### src/rtl/can_irq_pkg.sv
package can_irq_pkg;

  typedef enum logic [1:0] {
    ST_OK   = 2'd0,
    ST_WARN = 2'd1,
    ST_ERR  = 2'd2,
    ST_BOFF = 2'd3
  } err_state_e;

  localparam int unsigned REG_AW = 2;
  localparam int unsigned REG_DW = 8;

  localparam logic [REG_AW-1:0] LOC_FLAGS  = 2'd0;
  localparam logic [REG_AW-1:0] LOC_ENABLE = 2'd1;
  localparam logic [REG_AW-1:0] LOC_TXFLG  = 2'd2;
  localparam logic [REG_AW-1:0] LOC_TXEN   = 2'd3;

  localparam int unsigned NUM_EVT = 4;
  localparam int unsigned EV_WAKE = 0;
  localparam int unsigned EV_CSC  = 1;
  localparam int unsigned EV_OVR  = 2;
  localparam int unsigned EV_RX   = 3;

endpackage

### src/rtl/can_irq_flag.sv
module can_irq_flag (
  input  logic clk_i,
  input  logic rst_ni,
  input  logic set_i,
  input  logic clr_i,
  output logic flag_o
);

  logic flag_q;
  logic flag_d;

  always_comb begin
    flag_d = flag_q;
    if (clr_i) flag_d = 1'b0;
    if (set_i) flag_d = 1'b1;
  end

  always_ff @(posedge clk_i or negedge rst_ni) begin
    if (!rst_ni) flag_q <= 1'b0;
    else         flag_q <= flag_d;
  end

  assign flag_o = flag_q;


  set_wins_chk: assert property (@(posedge clk_i) disable iff (!rst_ni)
    set_i |=> flag_o);


  w1c_clear_chk: assert property (@(posedge clk_i) disable iff (!rst_ni)
    (clr_i && !set_i) |=> !flag_o);


  flag_hold_chk: assert property (@(posedge clk_i) disable iff (!rst_ni)
    (!clr_i && !set_i) |=> $stable(flag_o));

endmodule

### src/rtl/can_err_class.sv
module can_err_class
  import can_irq_pkg::*;
#(
  parameter int unsigned CNT_W    = 9,
  parameter int unsigned WARN_LIM = 96,
  parameter int unsigned ERR_LIM  = 128,
  parameter int unsigned BOFF_LIM = 256,
  parameter bit          HAS_BOFF = 1'b1
) (
  input  logic             clk_i,
  input  logic             rst_ni,
  input  logic [CNT_W-1:0] cnt_i,
  output err_state_e       state_o,
  output logic             change_o
);

  logic [31:0] cnt_ext;
  err_state_e  cls_now;
  err_state_e  state_q;
  logic        state_en;

  assign cnt_ext = 32'(cnt_i);

  generate
    if (HAS_BOFF) begin : g_boff
      always_comb begin
        if (cnt_ext >= BOFF_LIM)      cls_now = ST_BOFF;
        else if (cnt_ext >= ERR_LIM)  cls_now = ST_ERR;
        else if (cnt_ext >= WARN_LIM) cls_now = ST_WARN;
        else                          cls_now = ST_OK;
      end
    end else begin : g_no_boff
      always_comb begin
        if (cnt_ext >= ERR_LIM)       cls_now = ST_ERR;
        else if (cnt_ext >= WARN_LIM) cls_now = ST_WARN;
        else                          cls_now = ST_OK;
      end
    end
  endgenerate

  assign change_o = (cls_now != state_q);
  assign state_en = change_o;

  always_ff @(posedge clk_i or negedge rst_ni) begin
    if (!rst_ni)       state_q <= ST_OK;
    else if (state_en) state_q <= cls_now;
  end

  assign state_o = state_q;


  state_hold_chk: assert property (@(posedge clk_i) disable iff (!rst_ni)
    !change_o |=> $stable(state_o));


  ok_range_chk: assert property (@(posedge clk_i) disable iff (!rst_ni)
    (cnt_ext < WARN_LIM) |=> (state_o == ST_OK));

endmodule

### src/rtl/can_tx_empty.sv
module can_tx_empty #(
  parameter int unsigned NUM_TXBUF = 3
) (
  input  logic                 clk_i,
  input  logic                 rst_ni,
  input  logic [NUM_TXBUF-1:0] empty_i,
  output logic [NUM_TXBUF-1:0] flag_o
);

  logic [NUM_TXBUF-1:0] flag_q;

  for (genvar b = 0; b < NUM_TXBUF; b++) begin : g_buf
    always_ff @(posedge clk_i or negedge rst_ni) begin
      if (!rst_ni) flag_q[b] <= 1'b0;
      else         flag_q[b] <= empty_i[b];
    end
  end

  assign flag_o = flag_q;


  tx_follow_chk: assert property (@(posedge clk_i) disable iff (!rst_ni)
    1'b1 |=> (flag_o == $past(empty_i)));

endmodule

### src/rtl/can_irq_flags.sv
module can_irq_flags
  import can_irq_pkg::*;
#(
  parameter int unsigned NUM_TXBUF = 3,
  parameter int unsigned TEC_W     = 9,
  parameter int unsigned REC_W     = 8,
  parameter int unsigned WARN_LIM  = 96,
  parameter int unsigned ERR_LIM   = 128,
  parameter int unsigned BOFF_LIM  = 256
) (
  input  logic                 clk,
  input  logic                 rst_n,
  input  logic                 reg_wr,
  input  logic [1:0]           reg_addr,
  input  logic [7:0]           reg_wdata,
  output logic [7:0]           reg_rdata,
  input  logic [NUM_TXBUF-1:0] tx_buf_empty,
  input  logic                 rx_fifo_ne,
  input  logic                 rx_eof_ok,
  input  logic                 sleep_mode,
  input  logic                 wake_en,
  input  logic                 bus_activity,
  input  logic                 rx_overrun,
  input  logic [TEC_W-1:0]     tx_err_cnt,
  input  logic [REC_W-1:0]     rx_err_cnt,
  output logic                 irq_wake,
  output logic                 irq_err,
  output logic                 irq_rx,
  output logic                 irq_tx
);

  localparam int unsigned MASK_BIT = REG_DW - 1;

  // reset: asserted asynchronously, released on the clock
  logic [1:0] rst_sync_q;
  logic       rst_s_n;

  always_ff @(posedge clk or negedge rst_n) begin
    if (!rst_n) rst_sync_q <= 2'b00;
    else        rst_sync_q <= {rst_sync_q[0], 1'b1};
  end
  assign rst_s_n = rst_sync_q[1];

  // register decode
  logic wr_flags, wr_enable, wr_txen;
  assign wr_flags  = reg_wr && (reg_addr == LOC_FLAGS);
  assign wr_enable = reg_wr && (reg_addr == LOC_ENABLE);
  assign wr_txen   = reg_wr && (reg_addr == LOC_TXEN);

  // error range classification
  err_state_e tx_state, rx_state;
  logic       tx_chg, rx_chg;

  can_err_class #(
    .CNT_W(TEC_W), .WARN_LIM(WARN_LIM), .ERR_LIM(ERR_LIM),
    .BOFF_LIM(BOFF_LIM), .HAS_BOFF(1'b1)
  ) tx_class_i (
    .clk_i(clk), .rst_ni(rst_s_n), .cnt_i(tx_err_cnt),
    .state_o(tx_state), .change_o(tx_chg)
  );

  can_err_class #(
    .CNT_W(REC_W), .WARN_LIM(WARN_LIM), .ERR_LIM(ERR_LIM),
    .BOFF_LIM(BOFF_LIM), .HAS_BOFF(1'b0)
  ) rx_class_i (
    .clk_i(clk), .rst_ni(rst_s_n), .cnt_i(rx_err_cnt),
    .state_o(rx_state), .change_o(rx_chg)
  );

  // event flags
  logic [NUM_EVT-1:0] evt_set, evt_clr, evt_flag;
  logic               rearm_q, rearm_d;

  always_comb begin
    evt_set          = '0;
    evt_set[EV_WAKE] = sleep_mode && wake_en && bus_activity;
    evt_set[EV_CSC]  = tx_chg || rx_chg;
    evt_set[EV_OVR]  = rx_overrun;
    evt_set[EV_RX]   = rx_fifo_ne && (rx_eof_ok || rearm_q);
  end

  assign evt_clr = wr_flags ? reg_wdata[NUM_EVT-1:0] : '0;
  assign rearm_d = evt_clr[EV_RX];

  always_ff @(posedge clk or negedge rst_s_n) begin
    if (!rst_s_n) rearm_q <= 1'b0;
    else          rearm_q <= rearm_d;
  end

  for (genvar e = 0; e < NUM_EVT; e++) begin : g_evt
    can_irq_flag flag_i (
      .clk_i(clk), .rst_ni(rst_s_n),
      .set_i(evt_set[e]), .clr_i(evt_clr[e]), .flag_o(evt_flag[e])
    );
  end

  // transmit-empty flags
  logic [NUM_TXBUF-1:0] txe_flag;

  can_tx_empty #(.NUM_TXBUF(NUM_TXBUF)) tx_empty_i (
    .clk_i(clk), .rst_ni(rst_s_n), .empty_i(tx_buf_empty), .flag_o(txe_flag)
  );

  // enables and global mask
  logic [NUM_EVT-1:0]   ie_q, ie_d;
  logic                 mask_q, mask_d;
  logic [NUM_TXBUF-1:0] txen_q, txen_d;

  always_comb begin
    ie_d   = ie_q;
    mask_d = mask_q;
    txen_d = txen_q;
    if (wr_enable) begin
      ie_d   = reg_wdata[NUM_EVT-1:0];
      mask_d = reg_wdata[MASK_BIT];
    end
    if (wr_txen) txen_d = reg_wdata[NUM_TXBUF-1:0];
  end

  always_ff @(posedge clk or negedge rst_s_n) begin
    if (!rst_s_n) begin
      ie_q   <= '0;
      mask_q <= 1'b1;
      txen_q <= '0;
    end else begin
      ie_q   <= ie_d;
      mask_q <= mask_d;
      txen_q <= txen_d;
    end
  end

  // request lines
  logic [3:0] irq_d, irq_q;
  logic [NUM_EVT-1:0] evt_on;

  assign evt_on = evt_flag & ie_q;

  always_comb begin
    irq_d[0] = !mask_q && evt_on[EV_WAKE];
    irq_d[1] = !mask_q && (evt_on[EV_CSC] || evt_on[EV_OVR]);
    irq_d[2] = !mask_q && evt_on[EV_RX];
    irq_d[3] = !mask_q && (|(txe_flag & txen_q));
  end

  always_ff @(posedge clk or negedge rst_s_n) begin
    if (!rst_s_n) irq_q <= '0;
    else          irq_q <= irq_d;
  end

  assign irq_wake = irq_q[0];
  assign irq_err  = irq_q[1];
  assign irq_rx   = irq_q[2];
  assign irq_tx   = irq_q[3];

  // read mux
  always_comb begin
    reg_rdata = '0;
    unique case (reg_addr)
      LOC_FLAGS:  reg_rdata = {tx_state, rx_state, evt_flag};
      LOC_ENABLE: begin
        reg_rdata[NUM_EVT-1:0] = ie_q;
        reg_rdata[MASK_BIT]    = mask_q;
      end
      LOC_TXFLG:  reg_rdata[NUM_TXBUF-1:0] = txe_flag;
      LOC_TXEN:   reg_rdata[NUM_TXBUF-1:0] = txen_q;
      default:    reg_rdata = '0;
    endcase
  end


  mask_blocks_chk: assert property (@(posedge clk) disable iff (!rst_s_n)
    mask_q |=> !(irq_wake || irq_err || irq_rx || irq_tx));


  rx_req_src_chk: assert property (@(posedge clk) disable iff (!rst_s_n)
    $rose(irq_rx) |-> $past(evt_flag[EV_RX] && ie_q[EV_RX] && !mask_q));


  csc_on_change_chk: assert property (@(posedge clk) disable iff (!rst_s_n)
    (tx_chg || rx_chg) |=> evt_flag[EV_CSC]);


  rx_rearm_chk: assert property (@(posedge clk) disable iff (!rst_s_n)
    (rearm_q && rx_fifo_ne) |=> evt_flag[EV_RX]);


  wake_gate_chk: assert property (@(posedge clk) disable iff (!rst_s_n)
    $rose(evt_flag[EV_WAKE]) |-> $past(sleep_mode && wake_en && bus_activity));

endmodule

### config.mk
export PLATFORM = sky130hd
export DESIGN_NAME = can_irq_flags
export DESIGN_NICKNAME = d
export VERILOG_FILES = /design/src/rtl/can_irq_pkg.sv /design/src/rtl/can_irq_flag.sv /design/src/rtl/can_err_class.sv /design/src/rtl/can_tx_empty.sv /design/src/rtl/can_irq_flags.sv
export SDC_FILE = /design/constraint.sdc
export NUM_CORES = 1
export LEC_CHECK = 0
export ABC_CLOCK_PERIOD_IN_PS = 1050
export BUFFER_PORTS_ARGS = -buffer_cell sky130_fd_sc_hd__buf_2
export CAP_MARGIN = 40
export CORE_ASPECT_RATIO = 0.75
export CORE_MARGIN = 2
export CORE_UTILIZATION = 41
export DETAILED_ROUTE_END_ITERATION = 8
export MAX_ROUTING_LAYER = met4
export PLACE_DENSITY = 0.74
export SYNTH_ARGS = -nofsm -noshare
export SYNTH_HDL_FRONTEND = slang
export SYNTH_HIERARCHICAL = 1
export SYNTH_SLANG_ARGS = --single-unit
export TNS_END_PERCENT = 100
### constraint.sdc
create_clock -name clk -period 1.05 [get_ports clk]
set_clock_uncertainty 0.1 [all_clocks]
set_input_delay 0.21 -clock clk [delete_from_list [all_inputs] [get_ports clk]]
set_output_delay 0.21 -clock clk [all_outputs]
set_load 0.005 [all_outputs]
==> results by group, run 1 <==
Outcome
  • Status: finished, violations left
  • Violated checks: negative setup slack

Yosys
  • Synthesized cell area: about 1200 sq um
  • Post-synth EDFFs: 0
  • Ys flop type: dfrtp_1
  • Post-synth top area share: ~54%
  • Yosys reg bits: 26
  • Avg Cell Area, Syn: 13.4 sq um
  • Syn Inst Count: 87
  • Synth area leaders: dfrtp_1 (54%), mux2_4 (6.4%), mux4_2 (5.8%)
  • Seq/Total Area, Yosys: 56.0%
  • Synth cell types: 31
  • Syn_nets: around 130
  • Asr flop ratio synth: 100%
  • Synthesis warning total: 6
  • Library cell with the largest summed area after synthesis: dfrtp_1

Worst setup path
  • Worst Path Arrival: 1310 ps
  • Crit. path cell count: 2
  • Reg2reg path depth: 4
  • Crit Path Max Fanout: 2
  • Delay-heaviest family, CP: multiplexers
  • WS Path Type: reg -> out
  • CP Launch Type: flop
  • Slowest-stage cell, CP: mux4_2
  • CP max stage delay: 490 ps
  • Buffers plus inverters on the worst setup path: 1
  • Cell Chain, Critical Path: mux4_2, buf_2
  • Required time of the critical path: 740 ps
  • Crit end category: primary output

Final layout
  • Multi-input logic area: 495 sq um
  • Most frequent cells in the layout: buf_2 (35), dfrtp_1 (25), buf_4 (25)
  • Share of cells above drive strength 1: a little under three fifths
  • Layout fillers: roughly 220
  • Register area: 652 sq um
  • Post-route insts no fill: ~190
  • Commonest non-fill, non-tap cell in the layout: buf_2
  • NumNets Final: 197
  • Layout area overhead: 47.8%
  • Diodes inserted: 0
  • Post-route cell area: approximately 1700 sq um

STA
  • FMAX: 619 MHz
  • Final hold violations: 0
  • Setup repair after global routing missed its margin: yes
  • Post-route clock period utilization: 154%
  • Fin crit period: 1620 ps
  • Setup-failing EPs final: 15
  • Slew Limit Fails: 0
  • Worst Setup Slack, final: -567 ps
  • Setup TNS Final: -3630 ps

Drt
  • Via count: just over 900
  • DR WL/cell: 13.8 microns
  • Remaining DRCs: 0
  • Starting DRT DRC Count: 12
  • Detail Route Antenna Nets: 0
  • DRT Pass-1 Iters: 4
  • Via density: ~4.8
  • WL final: 2.66 mm

Clock network
  • Clock Tree Root: clkbuf_8
  • CTS buffer count: 3
  • H-tree levels: 1
  • TritonCTS clock tree: built
  • Clk sink count: 26
  • Clock transition at the registers of the reported paths: 80 ps
  • Worst-Skew Late Latency: 270 ps
  • Max clock buf depth: 2

Run
  • Max_cap viols: 0

GRT
  • Initial antenna violation count: 0
  • Largest net degree at the start of global routing: 15
  • Total congestion overflow: 0
  • First-pass GRT wire length: 4.28 mm
  • Vias in the first global route: 938
  • Gr usage total: between 10% and 20%

Pwr
  • Final Power: 0.00242 W
  • Worst VDD drop: between 0.8 and 0.9 mV
  • Pwr Density: 1410 nW/um^2
  • Leakage: between 0.8 and 0.9 nW

Placed design
  • IO Port Bufs: 37
  • Half-perimeter wire length after placement: 2.23 mm
  • GPL Wtd Cong: 0.818
  • Placed insts: 180
  • Cell area after placement: 1550 sq um

Floorplanning
  • Die X: 65.6 microns
  • Die H: around 50 microns
  • Top Ports: 51
  • Die area: roughly 3300 sq um
  • Row count: 16
  • Core area: 2660 sq um
  • Starting density of the core: between 40 and 50%

Worst hold path
  • Hold path cells: 2
  • Worst hold path class: in -> reg
## worst register-to-register path: stages, from the launching register on
cell,delay (ps)
dfrtp_1,410
a21boi_2,160
o41a_1,370
or2_4,220
a21o_1,150
## layout make-up
type	instances	share of cell area [%]
timing repair buffer	69	26.7
tap	36	2.62
sequential	26	37.9
inverter	4	0.872
clock buffer	4	3.20
multi-input combinational	54	28.8
## synth_stat cells (2+ instances only)
cell type  count
mux2i_1        2
mux2_2         3
and3_1         5
and2_1         3
buf_6          2
mux4_2         3
mux2_4         5
a21o_1         4
dfrtp_1       25
inv_1          4
nor2_1         8
nand2_1        4
## routing by layer
layer / GRT usage, % / part of all wire (%)
met1: 22.2 / 41
met2: 31.0 / 53
met3: 4.26 / 5.0
met4: 4.51 / 1.5
met5: - / 0
## worst paths after layout
path	startpoint	to	slack [ps]
min	rx_overrun	g_evt[2].flag_i/flag_o	20
max in group asynchronous	rst_sync_q[1]	mask_q	540
max reg2reg	rx_class_i/state_o[0]	g_evt[1].flag_i/flag_o	-460
max	txen_q[0]	reg_rdata[0]	-570
min in group asynchronous	rst_sync_q[1]	rx_class_i/state_o[1]	90
min reg2reg	rst_sync_q[1]	rx_class_i/state_o[1]	90
## power by group
part	total, W	leakage (nW)	switching, W	internal (W)
Combinational	0.000605	0.541	0.000224	0.000381
Clock	0.000628	0.0288	0.000293	0.000335
Sequential	0.00119	0.302	0.0000665	0.00112
Total	0.00242	0.871	0.000584	0.00184
## registers in the layout, summed over array words and instances, names as in the netlist
signal / cells
g_evt.flag_i/flag_o: 4
ie_q: 4
irq_q: 4
tx_empty_i/flag_o: 3
txen_q: 3
rst_sync_q: 2
rx_class_i/state_o: 2
tx_class_i/state_o: 2
mask_q: 1
rearm_q: 1
## cell families (layout without fill, tap and decap cells)
logic type | after synthesis | after routing | share of synthesized area (%)
DFF | 26 | 26 | 56.0
muxes | 13 | 13 | 16.9
xor gates and xnor gates | 1 | 1 | 0.752
and+or+nand+nor | 27 | 27 | 14.3
AOI/OAI and AO/OA | 12 | 12 | 8.27
buffers and inverters | 7 | 77 | 3.54
other | 1 | 1 | 0.322
## metrics by stage
stage / hold slack (ps) / utilization [%] / worst slack, ps
2_1_floorplan: -186 / - / -370
3_3_place_gp: -106 / 58.2 / -389
3_5_place_dp: -102 / 58.2 / -437
4_1_cts: 11.8 / 62.9 / -577
5_1_grt: 10.7 / 64.7 / -604
6_report: 16.6 / 64.7 / -567
## repair_timing
item,4_1_cts,5_1_grt
gates resized for setup,2,7
pin swaps,0,1
hold buffers,4,0
endpoints found under the hold margin,5,0
setup buffers,3,2
cloned,0,0
setup endpoints to repair,14,16
No activity file was read; power rests on OpenSTA's default activity.
==> inputs of run 2 (changes only) <==
- ABC_AREA: default -> 1
- CORE_UTILIZATION: 41 -> 42
==> results by group, run 2 <==
Outcome
  • Status: finished, violations left
  • Violated checks: negative setup slack

Floorplanning
  • Top Ports: 51 (unchanged)
  • Starting density of the core: 45.2% (+1.4 points)
  • Row count: 16 (unchanged)
  • Die H: 50.5 microns (+0.74%)
  • Core area: 2680 sq um (+0.75%)
  • Die area: 3340 sq um (+1.5%)
  • Die X: 66.0 microns (+0.75%)

Yosys
  • Syn Inst Count: 144 (+66%)
  • Synthesized cell area: 1210 sq um (+4.1%)
  • Syn_nets: 183 (+45%)
  • Library cell with the largest summed area after synthesis: dfrtp_1
  • Post-synth top cells: nand2_1 (35), inv_1 (27), dfrtp_1 (25), nand3_1 (11)
  • Yosys reg bits: 26 (unchanged)
  • Ys flop type: dfrtp_1
  • Asr flop ratio synth: 100% (unchanged)
  • Avg Cell Area, Syn: 8.42 sq um (-37%)
  • Synthesis warning total: 6 (unchanged)
  • Post-synth EDFFs: 0 (unchanged)
  • Seq/Total Area, Yosys: 53.8% (-2.2 points)
  • Synth area leaders: dfrtp_1 (52%), nand2_1 (11%), inv_1 (8.4%)
  • Most common cell in the synthesized netlist: nand2_1
  • Synth cell types: 25 (-19%)
  • Post-synth top area share: 51.6% (-2.1 points)

Worst setup path
  • CP Launch Type: flop
  • Reg2reg path depth: 6 (+2)
  • Slowest-stage cell, CP: dfstp_2
  • Worst Path Arrival: 1120 ps (-190 ps)
  • Crit Path Max Fanout: 2 (unchanged)
  • Cell Chain, Critical Path: inv_2, o21ai_2, buf_2
  • WS Path Type: reg -> out
  • CP startpoint: mask_q
  • RR Startpoint: tx_class_i/state_o[0]
  • CP max stage delay: 540 ps (+50 ps)
  • Required time of the critical path: 740 ps (about the same)
  • Crit end category: primary output

Final layout
  • Share of cells above drive strength 1: 47.2% (-10 points)
  • Layout area overhead: 48.0%
  • Most frequent cells in the layout: buf_2 (37), nand2_1 (31), dfrtp_1 (25)
  • Multi-input logic area: 490 sq um (-1.0%)
  • Post-route insts no fill: 248 (+28%)
  • Post-layout util: 66.9% (+2.2 points)
  • Register area: 652 sq um (unchanged)
  • Post-route cell area: 1790 sq um (+4.2%)
  • Layout fillers: 205 (-7.7%)
  • Commonest non-fill, non-tap cell in the layout: buf_2
  • NumNets Final: 252 (+28%)
  • Diodes inserted: 0 (unchanged)

GRT
  • Gr usage total: 20.8% (+2.5 points)
  • First-pass GRT wire length: 4.89 mm (+14%)
  • Vias in the first global route: 1,140 (+22%)
  • Initial antenna violation count: 0 (unchanged)
  • Total congestion overflow: 0 (unchanged)
  • Largest net degree at the start of global routing: 25 (+10)

Clock network
  • Clk sink count: 26 (unchanged)
  • Max clock buf depth: 2 (unchanged)
  • Clock Tree Root: clkbuf_8
  • Worst-Skew Late Latency: 280 ps (about the same)
  • CTS buffer count: 3 (unchanged)
  • TritonCTS clock tree: built
  • H-tree levels: 1 (unchanged)
  • Clock transition at the registers of the reported paths: 90 ps (about the same)

Placed design
  • IO Port Bufs: 37 (unchanged)
  • Cell area after placement: 1560 sq um (+0.89%)
  • Placed insts: 230 (+28%)
  • GPL Wtd Cong: 0.866 (+5.9%)
  • Half-perimeter wire length after placement: 2.17 mm (-2.4%)

Worst hold path
  • Worst hold path class: in -> reg
  • Hold Path Origin: rx_overrun
  • Hold path cells: 3 (+1)

STA
  • Worst Setup Slack, final: -380 ps (+186 ps)
  • Slew Limit Fails: 0 (unchanged)
  • Setup repair after global routing missed its margin: yes
  • Post-route clock period utilization: 136% (-18 points)
  • FMAX: 699 MHz (+13%)
  • Setup-failing EPs final: 13 (-2)
  • Final hold violations: 0 (unchanged)
  • Fin crit period: 1430 ps (-186 ps)
  • Fin Hold WS: 14.0 ps (-2.58 ps)

Drt
  • DR WL/cell: 12.9 microns (-6.4%)
  • Starting DRT DRC Count: 31 (+19)
  • WL final: 3.20 mm (+20%)
  • Detail Route Antenna Nets: 0 (unchanged)
  • Via count: 1,161 (+25%)
  • Remaining DRCs: 0 (unchanged)
  • Via density: 4.68 (-3.0%)
  • DRT Pass-1 Iters: 4 (unchanged)

Run
  • Max_cap viols: 0 (unchanged)

Pwr
  • Final Power: 0.00243 W (+0.28%)
  • Leakage: 0.977 nW (+12%)
  • Worst VDD drop: 0.771 mV (-4.6%)
  • Pwr Density: 1360 nW/um^2 (-3.8%)
## run 2: cell count changes in the layout (fill, tap and decap cells not counted), moves of 6 or more
cell     before  now
inv_2         0    9
nand2_2       0    6
o21ai_1       0    8
nand2_1       4   31
nand3_2       1   11
inv_1         4   21
## run 2: final timing paths
path | slack (ps) | to
min in group asynchronous | 110 | irq_q[2]
worst min-delay path | 10 | g_evt[2].flag_i/flag_o
worst min register to register | 110 | irq_q[2]
worst max-delay path | -380 | reg_rdata[7]
worst max register to register | -190 | g_evt[1].flag_i/flag_o
max in group asynchronous | 520 | mask_q
## run 2: what timing repair did
item                       4_1_cts  5_1_grt
cloned                           0        0
gates resized for setup          7       12
pin swaps                       15       10
hold buffers                     5        0
hold endpoints to repair         6        0
setup buffers                    7        4
setup endpoints to repair       13       14
## run 2: where the power goes
part | total, W | switching [W] | internal (W) | leakage [nW]
clock network | 0.000652 | 0.000316 | 0.000336 | 0.0288
registers | 0.00117 | 0.0000628 | 0.00111 | 0.307
logic | 0.000606 | 0.000296 | 0.000310 | 0.642
total | 0.00243 | 0.000674 | 0.00176 | 0.977
## run 2: cells by family (layout without fill, tap and decap cells)
kind of cell	count (synthesis)	count (layout)	share of synthesized area [%]
AND/OR/NAND/NOR	72	72	30.0
flip-flops	26	26	53.8
buffers and inverters	33	101	10.6
AO/OA/AOI/OAI	12	12	5.26
other	1	1	0.309
## run 2: metrics by stage
step / setup WS [ps] / TNS, ps
final: -380 / -2440
after global routing: -403 / -2760
after CTS: -375 / -2290
after detailed placement: -170 / -1440
after global placement: -168 / -1220
after floorplan: -94.4 / -94.4
## run 2: cell type report
type | instances | area share, %
Sequential cell | 26 | 36.3
Multi-Input combinational cell | 85 | 27.3
Timing Repair Buffer | 67 | 24.5
Inverter | 30 | 6.28
Clock buffer | 4 | 3.07
Tap cell | 36 | 2.51
## run 2: metal layers
| layer | track usage (%) | routed length (microns) |
|---|---|---|
| met2 | 34.2 | 1630 |
| met3 | 4.93 | 159 |
| met5 | - | 0 |
| met1 | 24.0 | 1300 |
| met4 | 10.2 | 100 |
## run 2: worst max-delay path: cells and delay by family (launching register included)
family | cells | cell delay, ps
buffers and inverters | 2 | 170
AO/OA/AOI/OAI | 1 | 120
flip-flops | 1 | 540
==> inputs of run 3 (changes only) <==
- CELL_PAD_IN_SITES_DETAIL_PLACEMENT: default -> 0
- CELL_PAD_IN_SITES_GLOBAL_PLACEMENT: default -> 1
- CORE_UTILIZATION: 42 -> 30
- CTS_CLUSTER_DIAMETER: default -> 50
- PLACE_DENSITY: 0.74 -> default
- PLACE_DENSITY_LB_ADDON: default -> 0.1
==> results by group, run 3 (same netlist as run 2, synthesis figures left out) <==
Outcome
  • Status: finished, violations left
  • Violated checks: negative setup slack

Worst setup path
  • Crit Path Max Fanout: 2 (unchanged)
  • CP startpoint: mask_q
  • Required time of the critical path: 740 ps (about the same)
  • CP Launch Type: flop
  • Worst Path Arrival: 1110 ps (about the same)
  • RR Startpoint: tx_class_i/state_o[1]
  • Crit end category: primary output
  • WS Path Type: reg -> out

Final layout
  • Multi-input logic area: 470 sq um (-4.1%)
  • NumNets Final: 258 (+2.4%)
  • Layout area overhead: 54.7%
  • Diodes inserted: 0 (unchanged)
  • Most frequent cells in the layout: buf_2 (37), nand2_1 (32), buf_4 (26)
  • Share of cells above drive strength 1: 46.3% (-0.84 points)
  • Layout fillers: 399 (+95%)
  • Commonest non-fill, non-tap cell in the layout: buf_2
  • Post-route insts no fill: 270 (+8.9%)
  • Register area: 652 sq um (unchanged)

Drt
  • Remaining DRCs: 0 (unchanged)
  • DR WL/cell: 11.2 microns (-13%)
  • DRT Pass-1 Iters: 4 (unchanged)
  • Via density: 4.25 (-9.3%)
  • WL final: 3.01 mm (-5.7%)
  • Via count: 1,147 (-1.2%)
  • Detail Route Antenna Nets: 0 (unchanged)
  • Starting DRT DRC Count: 35 (+13%)

Pwr
  • Final Power: 0.00263 W (+8.0%)
  • Fraction of power consumed by the clock network: 32.1% (+5.3 points)
  • P_int: 0.00195 W (+11%)
  • Psw: 0.000673 W (-0.20%)
  • Pwr Density: 1400 nW/um^2 (+3.3%)
  • Sw Share: 25.6% (-2.1 points)
  • Combinational power share: 23.4% (-1.5 points)
  • Leakage: 1.02 nW (+4.4%)
  • Sequential fraction of design power: 44.5% (-3.8 points)
  • Worst VDD drop: 0.672 mV (-13%)

GRT
  • Global-route met1 utilization: 19.5% (-4.5 points)
  • Gr usage total: 14.7% (-6.1 points)
  • M3 GR Usage: 4.42% (-0.51 points)
  • First-pass GRT wire length: 5.04 mm (+3.0%)
  • Total congestion overflow: 0 (unchanged)
  • GRT busiest layer: met2
  • Initial antenna violation count: 0 (unchanged)
  • Routing usage on met2: 22.7% (-11 points)
  • Vias in the first global route: 1,116 (-2.1%)
  • Largest net degree at the start of global routing: 25 (unchanged)

Floorplanning
  • Starting density of the core: 32.3% (-13 points)
  • Core area: 3760 sq um (+40%)
  • Die X: 77.4 microns (+17%)
  • Top Ports: 51 (unchanged)
  • Die area: 4570 sq um (+37%)
  • Die H: 59.1 microns (+17%)
  • Row count: 19 (+3)

Worst hold path
  • Hold Path Origin: rx_overrun
  • Worst hold path class: in -> reg

STA
  • Worst Setup Slack, final: -367 ps (+13.7 ps)
  • Setup-failing EPs final: 14 (+1)
  • Slew Limit Fails: 0 (unchanged)
  • FMAX: 706 MHz (+0.96%)
  • Post-route clock period utilization: 135% (-1.3 points)
  • Setup repair after global routing missed its margin: yes
  • Fin Hold WS: 25.0 ps (+11.0 ps)
  • Fin crit period: 1420 ps (-13.7 ps)
  • Final hold violations: 0 (unchanged)

Clock network
  • Worst-Skew Late Latency: 280 ps (about the same)
  • Max clock buf depth: 2 (unchanged)
  • CTS buffer count: 3 (unchanged)
  • Clk sink count: 26 (unchanged)
  • TritonCTS clock tree: built
  • Clock transition at the registers of the reported paths: 90 ps (about the same)
  • Clock Tree Root: clkbuf_8
  • H-tree levels: 1 (unchanged)

Placed design
  • IO Port Bufs: 37 (unchanged)
  • Placed insts: 251 (+9.1%)
  • Half-perimeter wire length after placement: 2.20 mm (+1.2%)
  • GPL Wtd Cong: 0.762 (-12%)

Run
  • Max_cap viols: 0 (unchanged)
-- run 3: cell count changes in the layout (fill, tap and decap cells not counted), moves of 2 or more --
| cell | before | now |
|---|---|---|
| nand3_2 | 11 | 9 |
| buf_4 | 23 | 26 |
| nand3_1 | 5 | 7 |
| buf_6 | 1 | 3 |
-- run 3: per-layer routing --
layer	share of wire [%]	wire [microns]
met1	48	1450
met2	46	1390
met3	5.4	164
met4	0.33	10
met5	0	0
-- run 3: layout make-up --
cell class,instances,share of cell area [%]
Sequential cell,26,34.8
Timing Repair Buffer,73,26.9
Multi-Input combinational cell,85,25.1
Inverter,30,6.00
Tap cell,52,3.47
Clock buffer,3,2.20
Clock inverter,1,1.60
-- run 3: metrics by stage --
| stage | instance area [sq um] | util, % | TNS [ps] | setup slack, ps |
|---|---|---|---|---|
| 2_1_floorplan | 1220 | - | -94.4 | -94.4 |
| 3_3_place_gp | 1630 | 43.5 | -1370 | -161 |
| 3_5_place_dp | 1630 | 43.5 | -1450 | -166 |
| 4_1_cts | 1810 | 48.3 | -2320 | -383 |
| 5_1_grt | 1880 | 49.9 | -2900 | -418 |
| 6_report | 1880 | 49.9 | -2210 | -367 |
-- run 3: timing repair --
action	4_1_cts	5_1_grt
resized for setup	6	10
endpoints found under the hold margin	6	0
endpoints found under the setup margin	13	14
setup buffers	6	6
pin swaps	16	11
hold buffers	5	0
-- run 3: worst max-delay path: stages, from the launching register on --
cell	delay [ps]
dfstp_2	550
inv_2	50
o21ai_2	110
buf_2	120
-- run 3: power groups by stage --
stage	clock, W	combinational (W)	sequential [W]
final	0.000844	0.000613	0.00117
after global routing	0.000913	0.000684	0.00118
after detailed placement	0	0.000488	0.00119
after floorplan	0	0.000208	0.00120
after CTS	0.000876	0.000563	0.00117
after global placement	0	0.000480	0.00119
-- run 3: path summary, 6_finish.rpt --
check / to / slack (ps) / depth (start not counted)
setup / recovery: reg_rdata[7] / -370 / 3
hold / removal: g_evt[2].flag_i/flag_o / 20 / 3
setup reg to reg: g_evt[1].flag_i/flag_o / -160 / 6
hold reg to reg: irq_q[1] / 110 / 1
max in group asynchronous: mask_q / 520 / 1
min in group asynchronous: irq_q[1] / 110 / 1
